<file path="src/rtl/bsa_pkg.sv">
package bsa_pkg;
  typedef enum logic {
    MODE_SUB = 1'b0,
    MODE_ADD = 1'b1
  } mode_e;

  // propagate term of a column: add passes on A^B, subtract passes on ~(A^B)
  function automatic logic prop_sel(mode_e m, logic hs);
    return (m == MODE_ADD) ? hs : ~hs;
  endfunction
endpackage

</file>
<file path="src/rtl/bsa_array.sv">
module bsa_array #(
  parameter int WORD_W = 8,
  parameter int ADDR_W = 4,
  localparam int ROWS = 1 << ADDR_W
) (
  input  logic              clk_i,
  input  logic              rst_ni,
  input  logic [ADDR_W-1:0] rf_row_i,
  output logic [WORD_W-1:0] rf_data_o,
  input  logic [ADDR_W-1:0] rt_row_i,
  output logic [WORD_W-1:0] rt_data_o,
  input  logic [ADDR_W-1:0] pk_row_i,
  output logic [WORD_W-1:0] pk_data_o,
  input  logic              wb_en_i,
  input  logic [ADDR_W-1:0] wb_row_i,
  input  logic [WORD_W-1:0] wb_data_i,
  input  logic              ld_en_i,
  input  logic [ADDR_W-1:0] ld_row_i,
  input  logic [WORD_W-1:0] ld_data_i
);
  logic [WORD_W-1:0] mem_q [ROWS];
  logic              live_q;

  assign rf_data_o = mem_q[rf_row_i];
  assign rt_data_o = mem_q[rt_row_i];
  assign pk_data_o = mem_q[pk_row_i];

  always_ff @(posedge clk_i or negedge rst_ni) begin
    if (!rst_ni) begin
      for (int r = 0; r < ROWS; r++) mem_q[r] <= '0;
    end else begin
      if (ld_en_i) mem_q[ld_row_i] <= ld_data_i;
      if (wb_en_i) mem_q[wb_row_i] <= wb_data_i;  // write-back wins
    end
  end

  always_ff @(posedge clk_i or negedge rst_ni) begin
    if (!rst_ni) live_q <= 1'b0;
    else         live_q <= 1'b1;
  end

  // write-back value survives a same-row load
  a_r9_wb_wins: assert property (@(posedge clk_i) disable iff (!rst_ni)
    live_q && $past(wb_en_i && ld_en_i && (wb_row_i == ld_row_i))
    |-> mem_q[$past(wb_row_i)] == $past(wb_data_i));
endmodule

</file>
<file path="src/rtl/bsa_col.sv">
module bsa_col (
  input  logic a_i,
  input  logic b_i,
  input  logic sub_i,
  output logic hs_o,
  output logic ncy_o
);
  logic a_eff;
  assign a_eff = sub_i ? ~a_i : a_i;
  assign hs_o  = a_i ^ b_i;
  assign ncy_o = ~(a_eff & b_i);  // inverted generate: NAND form
endmodule

</file>
<file path="src/rtl/bsa_ripple.sv">
module bsa_ripple
  import bsa_pkg::*;
#(
  parameter int WORD_W = 8
) (
  input  logic [WORD_W-1:0] hs_i,
  input  logic [WORD_W-1:0] ncy_i,
  input  mode_e             mode_i,
  output logic [WORD_W-1:0] cin_o,
  output logic              cout_o
);
  wire [WORD_W:0] chain;

  assign chain[0] = 1'b0;  // no carry / no borrow into LSB

  for (genvar j = 0; j < WORD_W; j++) begin : g_link
    logic np;
    assign np          = ~(prop_sel(mode_i, hs_i[j]) & chain[j]);
    assign chain[j+1]  = ~(ncy_i[j] & np);
  end

  assign cin_o  = chain[WORD_W-1:0];
  assign cout_o = chain[WORD_W];
endmodule

</file>
<file path="src/rtl/bsa_merge.sv">
module bsa_merge #(
  parameter int WORD_W = 8
) (
  input  logic [WORD_W-1:0] hs_i,
  input  logic [WORD_W-1:0] cin_i,
  output logic [WORD_W-1:0] sum_o
);
  for (genvar j = 0; j < WORD_W; j++) begin : g_bit
    assign sum_o[j] = hs_i[j] ^ cin_i[j];
  end
endmodule

</file>
<file path="src/rtl/bitslice_addsub.sv">
module bitslice_addsub
  import bsa_pkg::*;
#(
  parameter int WORD_W = 8,
  parameter int ADDR_W = 4
) (
  input  logic              clk_i,
  input  logic              rst_ni,
  input  logic              issue_i,
  input  logic              add_en_i,
  input  logic              const_one_i,
  input  logic [ADDR_W-1:0] src_f_i,
  input  logic [ADDR_W-1:0] src_t_i,
  input  logic [ADDR_W-1:0] dst_i,
  input  logic              load_en_i,
  input  logic [ADDR_W-1:0] load_row_i,
  input  logic [WORD_W-1:0] load_data_i,
  input  logic [ADDR_W-1:0] peek_row_i,
  output logic [WORD_W-1:0] peek_data_o,
  output logic              done_o,
  output logic [WORD_W-1:0] res_o,
  output logic              flag_o
);
  localparam logic [WORD_W-1:0] ONE = WORD_W'(1);

  logic [WORD_W-1:0] op_f, op_t_raw, op_t;
  logic [WORD_W-1:0] hs_c, ncy_c;
  mode_e             mode_c;

  // stage 1: half results
  logic              s1_vld;
  mode_e             s1_mode;
  logic [ADDR_W-1:0] s1_dst;
  logic [WORD_W-1:0] s1_hs, s1_ncy;

  // stage 2: resolved carries
  logic [WORD_W-1:0] cin_c;
  logic              cout_c;
  logic              s2_vld;
  logic [ADDR_W-1:0] s2_dst;
  logic [WORD_W-1:0] s2_hs, s2_cin;
  logic              s2_cout;

  // stage 3: final word
  logic [WORD_W-1:0] sum_c;
  logic              done_q, flag_q;
  logic [WORD_W-1:0] res_q;

  bsa_array #(.WORD_W(WORD_W), .ADDR_W(ADDR_W)) u_array (
    .clk_i    (clk_i),
    .rst_ni   (rst_ni),
    .rf_row_i (src_f_i),
    .rf_data_o(op_f),
    .rt_row_i (src_t_i),
    .rt_data_o(op_t_raw),
    .pk_row_i (peek_row_i),
    .pk_data_o(peek_data_o),
    .wb_en_i  (s2_vld),
    .wb_row_i (s2_dst),
    .wb_data_i(sum_c),
    .ld_en_i  (load_en_i),
    .ld_row_i (load_row_i),
    .ld_data_i(load_data_i)
  );

  assign op_t   = const_one_i ? ONE : op_t_raw;
  assign mode_c = add_en_i ? MODE_ADD : MODE_SUB;

  for (genvar j = 0; j < WORD_W; j++) begin : g_col
    bsa_col u_col (
      .a_i  (op_f[j]),
      .b_i  (op_t[j]),
      .sub_i(~add_en_i),
      .hs_o (hs_c[j]),
      .ncy_o(ncy_c[j])
    );
  end

  always_ff @(posedge clk_i or negedge rst_ni) begin
    if (!rst_ni) begin
      s1_vld  <= 1'b0;
      s1_mode <= MODE_ADD;
      s1_dst  <= '0;
      s1_hs   <= '0;
      s1_ncy  <= '1;
    end else begin
      s1_vld <= issue_i;
      if (issue_i) begin
        s1_mode <= mode_c;
        s1_dst  <= dst_i;
        s1_hs   <= hs_c;
        s1_ncy  <= ncy_c;
      end
    end
  end

  bsa_ripple #(.WORD_W(WORD_W)) u_ripple (
    .hs_i  (s1_hs),
    .ncy_i (s1_ncy),
    .mode_i(s1_mode),
    .cin_o (cin_c),
    .cout_o(cout_c)
  );

  always_ff @(posedge clk_i or negedge rst_ni) begin
    if (!rst_ni) begin
      s2_vld  <= 1'b0;
      s2_dst  <= '0;
      s2_hs   <= '0;
      s2_cin  <= '0;
      s2_cout <= 1'b0;
    end else begin
      s2_vld <= s1_vld;
      if (s1_vld) begin
        s2_dst  <= s1_dst;
        s2_hs   <= s1_hs;
        s2_cin  <= cin_c;
        s2_cout <= cout_c;
      end
    end
  end

  bsa_merge #(.WORD_W(WORD_W)) u_merge (
    .hs_i (s2_hs),
    .cin_i(s2_cin),
    .sum_o(sum_c)
  );

  always_ff @(posedge clk_i or negedge rst_ni) begin
    if (!rst_ni) begin
      done_q <= 1'b0;
      res_q  <= '0;
      flag_q <= 1'b0;
    end else begin
      done_q <= s2_vld;
      if (s2_vld) begin
        res_q  <= sum_c;
        flag_q <= s2_cout;
      end
    end
  end

  assign done_o = done_q;
  assign res_o  = res_q;
  assign flag_o = flag_q;

  // cycles since reset, so that depth-3 history lies after reset
  logic [1:0] warm_q;
  always_ff @(posedge clk_i or negedge rst_ni) begin
    if (!rst_ni)              warm_q <= '0;
    else if (warm_q != 2'd3)  warm_q <= warm_q + 2'd1;
  end

  // done exactly three edges after issue
  a_r5_latency: assert property (@(posedge clk_i) disable iff (!rst_ni)
    (warm_q == 2'd3) |-> (done_o == $past(issue_i, 3)));

  // add result and carry out
  a_r2_add_word: assert property (@(posedge clk_i) disable iff (!rst_ni)
    (warm_q == 2'd3) && done_o && $past(issue_i && add_en_i, 3)
    |-> {flag_o, res_o} == $past({1'b0, op_f} + {1'b0, op_t}, 3));

  // subtract result and borrow out
  a_r3_sub_word: assert property (@(posedge clk_i) disable iff (!rst_ni)
    (warm_q == 2'd3) && done_o && $past(issue_i && !add_en_i, 3)
    |-> {flag_o, res_o} == $past({1'b0, op_f} - {1'b0, op_t}, 3));

  // increment is one above the false-port word
  a_r4_inc_word: assert property (@(posedge clk_i) disable iff (!rst_ni)
    (warm_q == 2'd3) && done_o && $past(issue_i && add_en_i && const_one_i, 3)
    |-> res_o == $past(op_f + ONE, 3));

  // row minus itself is zero, no borrow
  a_r8_self_sub: assert property (@(posedge clk_i) disable iff (!rst_ni)
    (warm_q == 2'd3) && done_o
    && $past(issue_i && !add_en_i && !const_one_i && (src_f_i == src_t_i), 3)
    |-> (res_o == '0) && !flag_o);
endmodule

</file>
<file path="config.mk">
export PLATFORM = sky130hd
export DESIGN_NAME = bitslice_addsub
export DESIGN_NICKNAME = d
export VERILOG_FILES = /design/src/rtl/bsa_pkg.sv /design/src/rtl/bsa_array.sv /design/src/rtl/bsa_col.sv /design/src/rtl/bsa_ripple.sv /design/src/rtl/bsa_merge.sv /design/src/rtl/bitslice_addsub.sv
export SDC_FILE = /design/constraint.sdc
export NUM_CORES = 1
export LEC_CHECK = 0
export BUFFER_PORTS_ARGS = -buffer_cell sky130_fd_sc_hd__buf_2
export CAP_MARGIN = 10
export CORE_MARGIN = 2
export CORE_UTILIZATION = 55
export CTS_CLUSTER_SIZE = 30
export DETAILED_ROUTE_END_ITERATION = 10
export PLACE_DENSITY = 0.82
export SETUP_SLACK_MARGIN = 0.5
export SYNTH_ARGS = -nofsm -noshare
export SYNTH_HDL_FRONTEND = slang
export SYNTH_SLANG_ARGS = --single-unit
</file>
<file path="constraint.sdc">
create_clock -name clk_i -period 4.2 [get_ports clk_i]
set_input_delay 0.21 -clock clk_i [delete_from_list [all_inputs] [get_ports clk_i]]
set_output_delay 0.21 -clock clk_i [all_outputs]
set_load 0.1 [all_outputs]
</file>
# After elaboration in Yosys (flattened, before gate mapping)
# Index checks and enable logic that the tools add are counted.
# word_totals
ff_bits	181
input_bits	34
word_cells	152
# op_classes
magnitude_cmp	7
n_mux	34
n_bitwise	80
n_reduce_logical	2
# op_table
cell	n
bitwise mux 128 bit	2
2-to-1 mux 128 bit	2
binary-select mux 8 bit (select 4 bit)	3
2-to-1 mux 8 bit	9
demux 8 bit (select 4 bit)	2
NOT 1 bit	38
>= comparator 5 bit (second input constant)	5
NOT 4 -> 5 bit	5
bitwise AND 1 bit	22
2-to-1 mux 1 bit	16
bitwise XOR 1 bit	15
less-than comparator 5 x 1 -> 1 bit (second input constant)	2
logical AND 1 bit	2

# Depth between registers and ports, before layout
# depth
depth_word	30
mapped_depth	8
mapped_depth_nobuf	5

# Modules after synthesis
# Synthesis repeated with hierarchy kept, for this count alone.
# hier_totals
hier_cells	1228
area_unflattened_um2	12344.3
# by_module_without_submodules
mod	instances	cells_each	area_each_um2
bsa_array	1	1038	9671.8
bitslice_addsub	1	119	2193.4
bsa_ripple	1	39	239.0
bsa_col	8	3	21.3
bsa_merge	1	8	70.1

# Worst setup path before layout
# OpenSTA, ideal clock, no wires.
# synth_timing
path_type	input to output
startpoint	input port peek_row_i[0]
endpoint	output port peek_data_o[0]
arrival_time_ns	1.990
t_required_ns	3.990
slack_ns	2.000
path_stages	4
path_cell_list	clkbuf_1 -> buf_2 -> mux4_2 -> mux4_2
# synth_via
elab_chain_cells	4
# synth_lines
element	line_no	text
start: declaration	bitslice_addsub.sv:18	input logic [ADDR_W-1:0] peek_row_i,
NOT 4 -> 5 bit (not written as such)	bsa_array.sv:26	assign pk_data_o = mem_q[pk_row_i];
binary-select mux 8 bit (select 4 bit)	bsa_array.sv:26	
2-to-1 mux 8 bit (not written as such) (2 in series)	bsa_array.sv:26	
end: declaration	bitslice_addsub.sv:19	output logic [WORD_W-1:0] peek_data_o,
# No other way between the ends. The select of a mux whose other input is x is not followed.

# Final worst setup path
# layout_timing
startpoint	input port peek_row_i[0]
endpoint	output port peek_data_o[2]
# The elaborated chain is that of the path after synthesis.

==> results.sh <==
export IMPL_h_tree_depth=4
export IMPL_synth_top_area_share_pct=37.6
export IMPL_crit_type="primary input to output port"
export IMPL_wl_met2_mm=14.5
export IMPL_syn_area_um2=11400
export IMPL_wl_met1_mm=12.8
export IMPL_synth_top_cell_by_area="dfrtp_1"
export IMPL_skew_ns=0.0146
export IMPL_drt_iter0_drc=1351
export IMPL_status="finished, final reports clean"
export IMPL_setup_viol=0
export IMPL_port_buffer_count=51
export IMPL_syn_inst=1067
export IMPL_cpMaxStageDelayCell="buf_2"
export IMPL_fin_crit_sh_pct=63.8
export IMPL_ant_nets=0
export IMPL_via_per_inst=6.83
export IMPL_num_io_pins=52
export IMPL_routed_wl_mm=32.7
export IMPL_crit_path_start="peek_row_i[0]"
export IMPL_worst_hold_path_type="primary input to flop"
export IMPL_dp_hpwl_mm=23.0
export IMPL_required_ns=3.99
export IMPL_fin_setup_tns_ns=0
export IMPL_slew_headroom_pct=13.4
export IMPL_yosysWarnings=0
export IMPL_routed_wire_length_per_instance_um=24.4
export IMPL_cts_setup_buffers=0
export IMPL_clkSinkCount=181
export IMPL_layout_common_cells="184 x mux2i_1, 172 x dfrtp_1, 115 x nand2_1, 83 x o21ai_0, 82 x a21oi_1"
export IMPL_rsz0062_at_grt="no"
export IMPL_first_global_vias=8660
export IMPL_synth_area_leaders="dfrtp_1 38%, mux2i_1 16%, mux4_2 15%"
export IMPL_fin_util_pct=61.1
export IMPL_cp_end_kind="output port"
export IMPL_r2r_start="s2_vld"
export IMPL_clk_path_buf_depth=2
export IMPL_vias=9181
export IMPL_drc=0
export IMPL_crit_buf_inv=2
export IMPL_antenna_found_initial=0
export IMPL_r2r_slack_ns=1.61
export IMPL_ys_seq_area_share_pct=39.7
export IMPL_syn2layout_area_growth_pct=8.51
export IMPL_rows=52
export IMPL_fin_ws_ns=1.52
export IMPL_clk_pin_slew_worst_paths_ns=0.07
export IMPL_layout_nets=1095
export IMPL_holdCritStartpoint="dst_i[0]"
export IMPL_hold_viol=0
export IMPL_fin_cells=1344
export IMPL_crit_family="multiplexers"
export IMPL_seqCellArea_um2=4540
export IMPL_syn_nets=1101
export IMPL_gp_congestion=0.977
export IMPL_placed_cells=1310
export IMPL_critPathLaunchType="primary input"
export IMPL_drv_slew=0
export IMPL_fp_dieArea_um2=22000
export IMPL_cap_violations=0
export IMPL_die_x_um=148
export IMPL_final_common_cell="mux2i_1"
export IMPL_wl_met3_mm=3.66
export IMPL_vdd_drop_max_mv=0.361
export IMPL_initial_core_util_pct=56.3
export IMPL_cts_tree="done"
export IMPL_nFillCells=1544
export IMPL_top_layer="met4"
export IMPL_max_stage_delay_ns=0.78
export IMPL_grt_pass1_wl_mm=51.0
export IMPL_fp_dieH_um=148
export IMPL_grt_start_max_net_pins=96
export IMPL_p_per_area_nw_per_um2=723
export IMPL_max_freq_ghz=0.373
export IMPL_multi_input_area_um2=6490
export IMPL_num_antenna_cells=0
export IMPL_power_leakage_nw=5.06
export IMPL_tightest_slew_ns=1.29
export IMPL_synth_area_per_cell_um2=10.7
export IMPL_root_buffer="clkbuf_16"
export IMPL_track_usage_pct=30.5
export IMPL_dr_pass1_iters=6
export IMPL_ctsResizeCount=0
export IMPL_core_um2=20300
export IMPL_pre_cts_ws_ns=1.47
export IMPL_cts_buffers=17
export IMPL_path_cells="buf_2 -> mux4_2 -> mux4_2 -> buf_2"
export IMPL_ys_ff_latch=181
export IMPL_arrival_ns=2.47
export IMPL_worstPathMaxFanout=32
export IMPL_drive_above_1_share_pct=20.9
export IMPL_clock_latency_ns=0.45
export IMPL_min_period_ns=2.68
export IMPL_hold_buffers=2
export IMPL_yosysUniqueCellTypes=40
export IMPL_grt_ovfl_total=0
==> cell usage after synthesis (all sizes together) <==
cell type	count
mux2i	184
dfrtp	172
nand2	115
nor2	88
o21ai	86
a21oi	82
mux4	77
clkbuf	65
a22oi	31
buf	26
mux2	26
nand3	19
xor2	11
xnor2	10
dfstp	9
or3	9
nand3b	8
o31ai	8
a21boi	7
and3b	7
nand2b	5
nor2b	4
a31oi	3
inv	3
and2	2
and3	2
nor3b	2
o211ai	2
a2bb2oi	1
a41oi	1
o21a	1
or2	1
==> logic make-up after synthesis <==
logic type / count (synthesis) / share of synthesized area (%)
AO/OA/AOI/OAI: 222 / 11.1
XOR/XNOR: 21 / 1.61
buffers and inverters: 94 / 3.54
flip-flops: 181 / 39.7
multiplexers: 287 / 33.8
AND/OR/NAND/NOR: 262 / 10.2
==> final cells by class <==
| cell class | instances | area share, % |
|---|---|---|
| multi-input cells | 792 | 52.3 |
| inverters | 3 | 0.0907 |
| flip-flops and latches | 181 | 36.6 |
| clock inverters | 13 | 1.47 |
| well taps | 270 | 2.72 |
| repair buffers | 66 | 3.18 |
| clock buffers | 19 | 3.65 |
==> worst paths after layout <==
path                                      end  depth (start not counted)
setup / recovery               peek_data_o[2]                          4
hold / removal                      s1_dst[0]                          2
setup reg to reg           u_array.mem_q[107]                          4
hold reg to reg                      res_o[1]                          1
max in group asynchronous             s1_mode                          3
min in group asynchronous   u_array.mem_q[32]                          2
==> metrics by stage <==
step | power (mW) | instance area (µm²) | hold WS, ns
global placement | 6.91 | 11800 | 0.364
detailed placement | 7.07 | 11800 | 0.376
CTS | 8.84 | 12400 | 0.00141
floorplan | 5.96 | 11400 | -0.0856
global route | 9.34 | 12400 | 0.00187
finish | 8.97 | 12400 | 0.00576
==> metal layers <==
metal	vias up	GRT usage (%)
met2	675	44.5
met5	-	0
met3	119	6.44
met1	4485	43.4
met4	0	16.1
li1	3902	-
==> sequential cells by signal, indices dropped and copies added (netlist names) <==
signal         count
u_array.mem_q    128
s2_dst             4
s1_mode            1
s1_vld             1
s1_hs              8
s1_dst             4
flag_o             1
s2_cout            1
res_o              8
s2_cin             7
s1_ncy             8
done_o             1
s2_hs              8
s2_vld             1
==> report_power, final <==
group	internal [mW]	switching (mW)
clock	0.990	0.762
sequential	2.55	1.04
combinational	1.53	2.10
Power figures use the tool's default switching activity.
